**src/rtl/tri_wave_pkg.sv**
```systemverilog
package tri_wave_pkg;
    localparam int TRI_PERIOD_W = 11;
    localparam int TRI_STEP_W   = 5;
endpackage

```
**src/rtl/tri_period_timer.sv**
```systemverilog
module tri_period_timer #(
    parameter int PERIOD_W = tri_wave_pkg::TRI_PERIOD_W
) (
    input  logic                clk,
    input  logic                rst_n,
    input  logic                tick_en_i,
    input  logic [PERIOD_W-1:0] period_i,
    output logic                tc_o,
    output logic [PERIOD_W-1:0] count_o
);
    localparam logic [PERIOD_W-1:0] CNT_ONE = PERIOD_W'(1);

    typedef struct packed {
        logic [PERIOD_W-1:0] count;
    } tmr_t;

    tmr_t tmr_d, tmr_q;
    logic tc_d;

    always_comb begin
        tmr_d = tmr_q;
        tc_d  = 1'b0;
        if (tick_en_i) begin
            if (tmr_q.count == '0) begin
                tmr_d.count = period_i;
                tc_d        = 1'b1;
            end else begin
                tmr_d.count = tmr_q.count - CNT_ONE;
            end
        end
    end

    always_ff @(posedge clk) begin
        if (!rst_n) tmr_q <= '0;
        else        tmr_q <= tmr_d;
    end

    assign tc_o    = tc_d;
    assign count_o = tmr_q.count;
endmodule

```
**src/rtl/tri_step_counter.sv**
```systemverilog
module tri_step_counter #(
    parameter int STEP_W = tri_wave_pkg::TRI_STEP_W
) (
    input  logic              clk,
    input  logic              rst_n,
    input  logic              adv_i,
    input  logic              hold_i,
    output logic [STEP_W-1:0] cnt_o
);
    localparam logic [STEP_W-1:0] STEP_ONE = STEP_W'(1);

    typedef struct packed {
        logic [STEP_W-1:0] cnt;
    } stp_t;

    stp_t stp_d, stp_q;

    always_comb begin
        stp_d = stp_q;
        if (adv_i && !hold_i) stp_d.cnt = stp_q.cnt + STEP_ONE;
    end

    always_ff @(posedge clk) begin
        if (!rst_n) stp_q <= '0;
        else        stp_q <= stp_d;
    end

    assign cnt_o = stp_q.cnt;
endmodule

```
**src/rtl/tri_step_shaper.sv**
```systemverilog
module tri_step_shaper #(
    parameter int STEP_W = tri_wave_pkg::TRI_STEP_W,
    localparam int OUT_W = STEP_W - 1
) (
    input  logic [STEP_W-1:0] cnt_i,
    output logic [OUT_W-1:0]  step_o
);
    // Each low bit is XNORed with the top bit: inverted on the falling half.
    for (genvar b = 0; b < OUT_W; b++) begin : g_fold
        assign step_o[b] = ~(cnt_i[b] ^ cnt_i[STEP_W-1]);
    end
endmodule

```
**src/rtl/tri_wave_stepper.sv**
```systemverilog
module tri_wave_stepper #(
    parameter int PERIOD_W = tri_wave_pkg::TRI_PERIOD_W,
    parameter int STEP_W   = tri_wave_pkg::TRI_STEP_W,
    localparam int OUT_W   = STEP_W - 1
) (
    input  logic                clk,
    input  logic                rst_n,
    input  logic                tick_en_i,
    input  logic [PERIOD_W-1:0] period_i,
    input  logic                len_zero_i,
    input  logic                lin_zero_i,
    output logic [OUT_W-1:0]    step_o
);
    logic                tc_w;
    logic [PERIOD_W-1:0] tmr_cnt_w;
    logic [STEP_W-1:0]   cnt_w;
    logic                hold_w;

    assign hold_w = len_zero_i | lin_zero_i;

    tri_period_timer #(.PERIOD_W(PERIOD_W)) u_timer (
        .clk       (clk),
        .rst_n     (rst_n),
        .tick_en_i (tick_en_i),
        .period_i  (period_i),
        .tc_o      (tc_w),
        .count_o   (tmr_cnt_w)
    );

    tri_step_counter #(.STEP_W(STEP_W)) u_counter (
        .clk    (clk),
        .rst_n  (rst_n),
        .adv_i  (tc_w),
        .hold_i (hold_w),
        .cnt_o  (cnt_w)
    );

    tri_step_shaper #(.STEP_W(STEP_W)) u_shaper (
        .cnt_i  (cnt_w),
        .step_o (step_o)
    );
endmodule

```
**config.mk**
```make
export PLATFORM = sky130hd
export DESIGN_NAME = tri_wave_stepper
export DESIGN_NICKNAME = d
export VERILOG_FILES = /design/src/rtl/tri_wave_pkg.sv /design/src/rtl/tri_period_timer.sv /design/src/rtl/tri_step_counter.sv /design/src/rtl/tri_step_shaper.sv /design/src/rtl/tri_wave_stepper.sv
export SDC_FILE = /design/constraint.sdc
export NUM_CORES = 1
export LEC_CHECK = 0
export BUFFER_PORTS_ARGS = -buffer_cell sky130_fd_sc_hd__buf_2
export CAP_MARGIN = 20
export CELL_PAD_IN_SITES_DETAIL_PLACEMENT = 2
export CELL_PAD_IN_SITES_GLOBAL_PLACEMENT = 2
export CORE_MARGIN = 5
export CORE_UTILIZATION = 34
export CTS_CLUSTER_DIAMETER = 40
export DETAILED_ROUTE_END_ITERATION = 6
export GPL_ROUTABILITY_DRIVEN = 0
export PLACE_DENSITY_LB_ADDON = 0.1
export SKIP_CTS_REPAIR_TIMING = 1
export SLEW_MARGIN = 20
export SYNTH_ARGS = -nofsm -noshare
export SYNTH_HDL_FRONTEND = slang
export SYNTH_SLANG_ARGS = --single-unit
```
**constraint.sdc**
```tcl
create_clock -name clk -period 3.27 [get_ports clk]
set_input_delay 0.1635 -clock clk [delete_from_list [all_inputs] [get_ports clk]]
set_output_delay 0.1635 -clock clk [all_outputs]
set_load 0.01 [all_outputs]
```
==> impl_metrics.env, run 1 <==
export IMPL_first_pass_iters=4
export IMPL_wl_per_cell_um=17.7
export IMPL_drt_iter0_drc=30
export IMPL_fin_skew_ps=2.84
export IMPL_synth_edf_count=0
export IMPL_port_buffers=19
export IMPL_hp_class="in2reg"
export IMPL_outcome="finished clean"
export IMPL_grt_ovfl_total=0
export IMPL_final_nets=160
export IMPL_drc_errors=0
export IMPL_yosys_area_top_type="dfxtp_1"
export IMPL_hold_start="period_i[1]"
export IMPL_critPathMaxFanout=7
export IMPL_n_fill_cell=362
export IMPL_leakage_nw=0.460
export IMPL_via_per_inst=5.87
export IMPL_setup_worst_path_start="u_timer.count_o[0]"
export IMPL_powerDensity_mw_per_mm2=928
export IMPL_synth_top_family_by_area="simple AND/OR/NAND/NOR gates"
export IMPL_finalHoldViolations=0
export IMPL_synthSimpleGateAreaFrac=0.334
export IMPL_ys_async_sr_fraction=0
export IMPL_cts_tree="built"
export IMPL_clock_sinks=16
export IMPL_ir_drop_uv=342
export IMPL_area_delta_synth_final_pct=14.1
export IMPL_grt_max_degree=14
export IMPL_synth_xor_area_frac=0.0419
export IMPL_wirelength_mm=3.05
export IMPL_ys_types=42
export IMPL_rows=20
export IMPL_yosysMostFrequentCell="dfxtp_1"
export IMPL_syn_instance_count=120
export IMPL_ant_nets=0
export IMPL_ios=20
export IMPL_grt_usage=0.160
export IMPL_vias=1010
export IMPL_regToRegStartpoint="u_timer.count_o[0]"
export IMPL_synth_top_area_share=0.307
export IMPL_finalSetupTns_ps=0
export IMPL_start_kind="flop"
export IMPL_clk_pin_slew_worst_paths_ps=100
export IMPL_numCtsBuffers=3
export IMPL_slew_viol_final=0
export IMPL_htreeDepth=1
export IMPL_start_util=0.348
export IMPL_rsz0062_at_grt="false"
export IMPL_finalSetupViolCount=0
export IMPL_die_h_um=65.4
export IMPL_synth_compound_area_frac=0.192
export IMPL_cts_root_buf="clkbuf_4"
export IMPL_clock_path_buffers=2
export IMPL_ys_warn_count=0
export IMPL_fin_util=0.397
export IMPL_dieArea_mm2=0.00428
export IMPL_fin_crit_sh=0.631
export IMPL_die_w_um=65.4
export IMPL_critical_path_class="reg2reg"
export IMPL_syn_cell_area_mm2=0.00104
export IMPL_muxShareOfSynthArea=0.0575
export IMPL_clock_fmax_ghz=0.485
export IMPL_worstPathArrival_ps=2290
export IMPL_relSlewSlack=0.701
export IMPL_worst_pin_slew_ps=446
export IMPL_yosysSeqAreaShare=0.307
export IMPL_synthTopCellsByCount="16 x dfxtp_1, 12 x nand2_1, 8 x a21oi_1"
export IMPL_ys_ff_latch=16
export IMPL_worstPathRequired_ps=3500
export IMPL_syn_nets=139
export IMPL_clock_latency_ps=290
export IMPL_critPathCaptureType="flop"
export IMPL_core_mm2=0.00300
export IMPL_yosys_top_cells_area="dfxtp_1 31%, mux2i_1 5.7%, nand2_1 4.3%"
export IMPL_dp_hpwl_mm=2.38
export IMPL_synthFlopType="dfxtp_1"
export IMPL_drive_gt1_frac=0.230
export IMPL_post_synth_fa_ha_maj_area_fraction=0.0359
export IMPL_grt_pass1_vias=1101
export IMPL_antenna_found_initial=0
export IMPL_fin_crit_ps=2060
export IMPL_antenna_cells=0
export IMPL_syn_avg_cell_area_um2=8.71
export IMPL_maxCapViolations=0
export IMPL_grt_pass1_wl_mm=5.31
-- worst max-delay path, stage by stage, from the launching register on --
cell and delay (ps):
dfxtp_1 340, inv_1 100, ha_1 200, nor4b_4 410
nand4_1 290, or4_1 520, a21oi_1 140
-- sequential cells by signal, summed over array words and instances, names as in the netlist --
signal	count
u_counter.cnt_o	5
u_timer.count_o	11
-- power by group --
part | total [mW] | switching [mW] | internal [mW]
clock network | 0.110 | 0.0669 | 0.0428
registers | 0.359 | 0.106 | 0.254
logic | 0.637 | 0.359 | 0.278
-- layout by cell type, fill, tap and decap left out, drive strengths merged, types with 2 or more instances in the layout --
cell type,instances
buf,19
dfxtp,16
nand2,12
a21oi,8
nor2,7
inv,6
mux2i,6
xnor2,5
nor3,5
o21ai,4
or3,3
nand3,3
or2,3
o31ai,3
or4,3
ha,3
clkbuf,3
or4b,3
a31oi,2
o32ai,2
o211ai,2
nor4,2
and3,2
o31a,2
nor4b,2
-- cell type report --
cell class,count,area [um^2],share of cell area
Sequential cell,16,320,0.269
Inverter,6,22.5,0.0189
Timing Repair Buffer,19,95.1,0.0797
Multi-Input combinational cell,95,691,0.579
Clock buffer,3,22.5,0.0189
Tap cell,33,41.3,0.0346
-- cells by family after synthesis --
kind of cell | after synthesis
simple gates | 52
compound gates | 29
xor+xnor | 5
mux | 6
buf+inv | 9
flops | 16
fa+ha+maj | 3
-- final timing paths --
path                         to  slack (ps)  cells after the start
max          u_counter.cnt_o[3]        1210                      6
min          u_timer.count_o[1]         120                      3
max reg2reg  u_counter.cnt_o[3]        1210                      6
min reg2reg  u_counter.cnt_o[2]         520                      2
-- per-stage QoR --
step / total power [mW] / std cells / instance area, um^2 / setup slack, ps / hold WS, ps
2_1_floorplan: 0.839 / 120 / 1040 / 1420 / 315
3_3_place_gp: 0.979 / 169 / 1170 / 1290 / 430
3_5_place_dp: 1.01 / 169 / 1170 / 1230 / 435
4_1_cts: 1.12 / 172 / 1190 / 1200 / 115
5_1_grt: 1.21 / 172 / 1190 / 1030 / 119
6_report: 1.11 / 172 / 1190 / 1210 / 125
-- per-layer routing --
layer  track usage  part of all wire  up-vias
met3        0.0308             0.042        2
met1         0.194              0.45      495
met4        0.0389            0.0039        0
li1              -                 -      494
met5             0                 0        -
met2         0.287              0.50       19
Power figures use the tool's default switching activity.
==> inputs of run 2 (changes only) <==
--- a/config.mk
+++ b/config.mk
@@ -10,7 +10,7 @@
 export CELL_PAD_IN_SITES_DETAIL_PLACEMENT = 2
 export CELL_PAD_IN_SITES_GLOBAL_PLACEMENT = 2
 export CORE_MARGIN = 5
-export CORE_UTILIZATION = 34
+export CORE_UTILIZATION = 29
 export CTS_CLUSTER_DIAMETER = 40
 export DETAILED_ROUTE_END_ITERATION = 6
 export GPL_ROUTABILITY_DRIVEN = 0
==> constraint.sdc (replaced) <==
create_clock -name clk -period 1.7 [get_ports clk]
set_input_delay 0.085 -clock clk [delete_from_list [all_inputs] [get_ports clk]]
set_output_delay 0.085 -clock clk [all_outputs]
set_load 0.01 [all_outputs]
==> run 2 against run 1 <==
The flow now finishes with violations (negative setup slack). Register-to-register slack got worse by 1500 ps. Final area rose by 28%. First-iteration DRC count rose by 33%. Fmax grew 4.7%. Clock power rose to 2.6 times the previous value. Combinational power increased to 3.6 times the previous value. Largest power group unchanged.
==> impl_metrics.env, run 2 (synthesis gave the netlist of run 1 again) <==
export IMPL_die_h_um=70.0
export IMPL_drive_gt1_frac=0.450
export IMPL_powerDensity_mw_per_mm2=2060
export IMPL_worst_slack_ps=-270
export IMPL_cts_tree="built"
export IMPL_worst_pin_slew_ps=509
export IMPL_violations="negative setup slack"
export IMPL_wirelength_mm=4.24
export IMPL_rows=21
export IMPL_wl_per_cell_um=19.7
export IMPL_clock_fmax_ghz=0.508
export IMPL_layout_cells_most_common="buf_4"
export IMPL_maxCapViolations=0
export IMPL_hold_start="period_i[1]"
export IMPL_vias=1152
export IMPL_share_comb_of_total_power=0.716
export IMPL_area_delta_synth_final_pct=46.6
export IMPL_antenna_cells=0
export IMPL_critPathCaptureType="flop"
export IMPL_worstPathArrival_ps=2180
export IMPL_finalSetupViolCount=15
export IMPL_switchingPower_mw=1.42
export IMPL_cts_root_buf="clkbuf_4"
export IMPL_fin_cells=215
export IMPL_outcome="finished with violations"
export IMPL_grt_pass1_wl_mm=6.45
export IMPL_start_kind="flop"
export IMPL_leakage_nw=0.628
export IMPL_total_power_mw=3.16
export IMPL_fin_skew_ps=2.51
export IMPL_largest_reg_flops=11
export IMPL_regToRegStartpoint="u_timer.count_o[1]"
export IMPL_antenna_found_initial=0
export IMPL_placed_cell_area_mm2=0.00138
export IMPL_worstPathRequired_ps=1910
export IMPL_hold_end="u_timer.count_o[1]"
export IMPL_htreeDepth=1
export IMPL_first_pass_iters=4
export IMPL_fin_util=0.448
export IMPL_clock_path_buffers=2
export IMPL_drc_errors=0
export IMPL_grt_usage=0.168
export IMPL_n_fill_cell=389
export IMPL_critical_path_class="reg2reg"
export IMPL_slew_viol_final=0
export IMPL_port_buffers=19
export IMPL_clock_sinks=16
export IMPL_critPathMaxFanout=4
export IMPL_start_util=0.306
export IMPL_dieArea_mm2=0.00490
export IMPL_fin_area_mm2=0.00153
export IMPL_ios=20
export IMPL_ir_drop_uv=807
export IMPL_min_path_cells=3
export IMPL_fin_crit_sh=1.16
export IMPL_ant_nets=0
export IMPL_grt_pass1_vias=1277
export IMPL_sequentialPowerShare=0.193
export IMPL_fin_crit_ps=1970
export IMPL_via_per_inst=5.36
export IMPL_hp_class="in2reg"
export IMPL_final_nets=189
export IMPL_numCtsBuffers=3
export IMPL_grt_ovfl_total=0
export IMPL_r2r_cells=8
export IMPL_ff2ff_setup_slack_ps=-270
export IMPL_rsz0062_at_grt="true"
export IMPL_finalHoldViolations=0
export IMPL_clock_latency_ps=310
export IMPL_die_w_um=70.0
export IMPL_p_clk_frac=0.090
export IMPL_dp_hpwl_mm=3.00
export IMPL_rr_endpoint="u_timer.count_o[5]"
export IMPL_switching_share=0.450
export IMPL_post_place_ws_ps=-183
export IMPL_drt_iter0_drc=40
export IMPL_grt_max_degree=14
export IMPL_relSlewSlack=0.660
export IMPL_dp_cells=206
export IMPL_p_int_mw=1.74
export IMPL_final_cell_mix="25 x buf_4, 19 x buf_2, 14 x dfxtp_1"
export IMPL_core_mm2=0.00342
export IMPL_clk_pin_slew_worst_paths_ps=110
run 2: layer usage:
layer | track usage | up-vias | share of wire
met2 | 0.297 | 18 | 0.52
met3 | 0.0330 | 7 | 0.029
met5 | 0 | - | 0
met4 | 0.0660 | 0 | 0.019
li1 | - | 551 | -
met1 | 0.197 | 576 | 0.43
run 2: power groups by stage:
| stage | registers [mW] | clock network, mW | logic [mW] |
|---|---|---|---|
| 5_1_grt | 0.632 | 0.304 | 2.43 |
| 3_3_place_gp | 0.602 | 0 | 1.81 |
| 6_report | 0.611 | 0.286 | 2.27 |
| 4_1_cts | 0.603 | 0.291 | 1.92 |
| 2_1_floorplan | 0.634 | 0 | 1.02 |
| 3_5_place_dp | 0.609 | 0 | 1.91 |
run 2: through the flow:
stage | TNS (ps) | hold slack, ps
final | -2770 | 12.1
after global routing | -4130 | 19.8
after CTS | -2220 | 15.9
after detailed placement | -1730 | 359
after global placement | -518 | 346
after floorplan | -223 | 233
run 2: final cells by class:
| type | count | area [um^2] | share of cell area |
|---|---|---|---|
| clock buffers | 4 | 36.3 | 0.0237 |
| inverters | 6 | 27.5 | 0.0180 |
| multi-input cells | 95 | 757 | 0.494 |
| flip-flops and latches | 16 | 325 | 0.212 |
| well taps | 46 | 57.6 | 0.0376 |
| repair buffers | 48 | 328 | 0.214 |
run 2: how the worst max path moves through the flow:
stage                               end  slack, ps          startpoint  cells after the start
floorplan           u_timer.count_o[10]        -80  u_timer.count_o[0]                      6
global placement    u_timer.count_o[10]       -110  u_timer.count_o[1]                      6
detailed placement   u_counter.cnt_o[1]       -180  u_timer.count_o[0]                      7
CTS                  u_counter.cnt_o[2]       -210  u_timer.count_o[0]                      7
global route         u_timer.count_o[5]       -360  u_timer.count_o[1]                      8
finish               u_timer.count_o[5]       -270  u_timer.count_o[1]                      8
run 2: critical path, cell delays in order, from the launching register on:
cell     delay (ps)
dfxtp_4         380
inv_4            70
ha_4            120
or4b_4          470
buf_4           160
nor4_4          240
buf_4           180
mux2i_1         190
o21ai_1          70
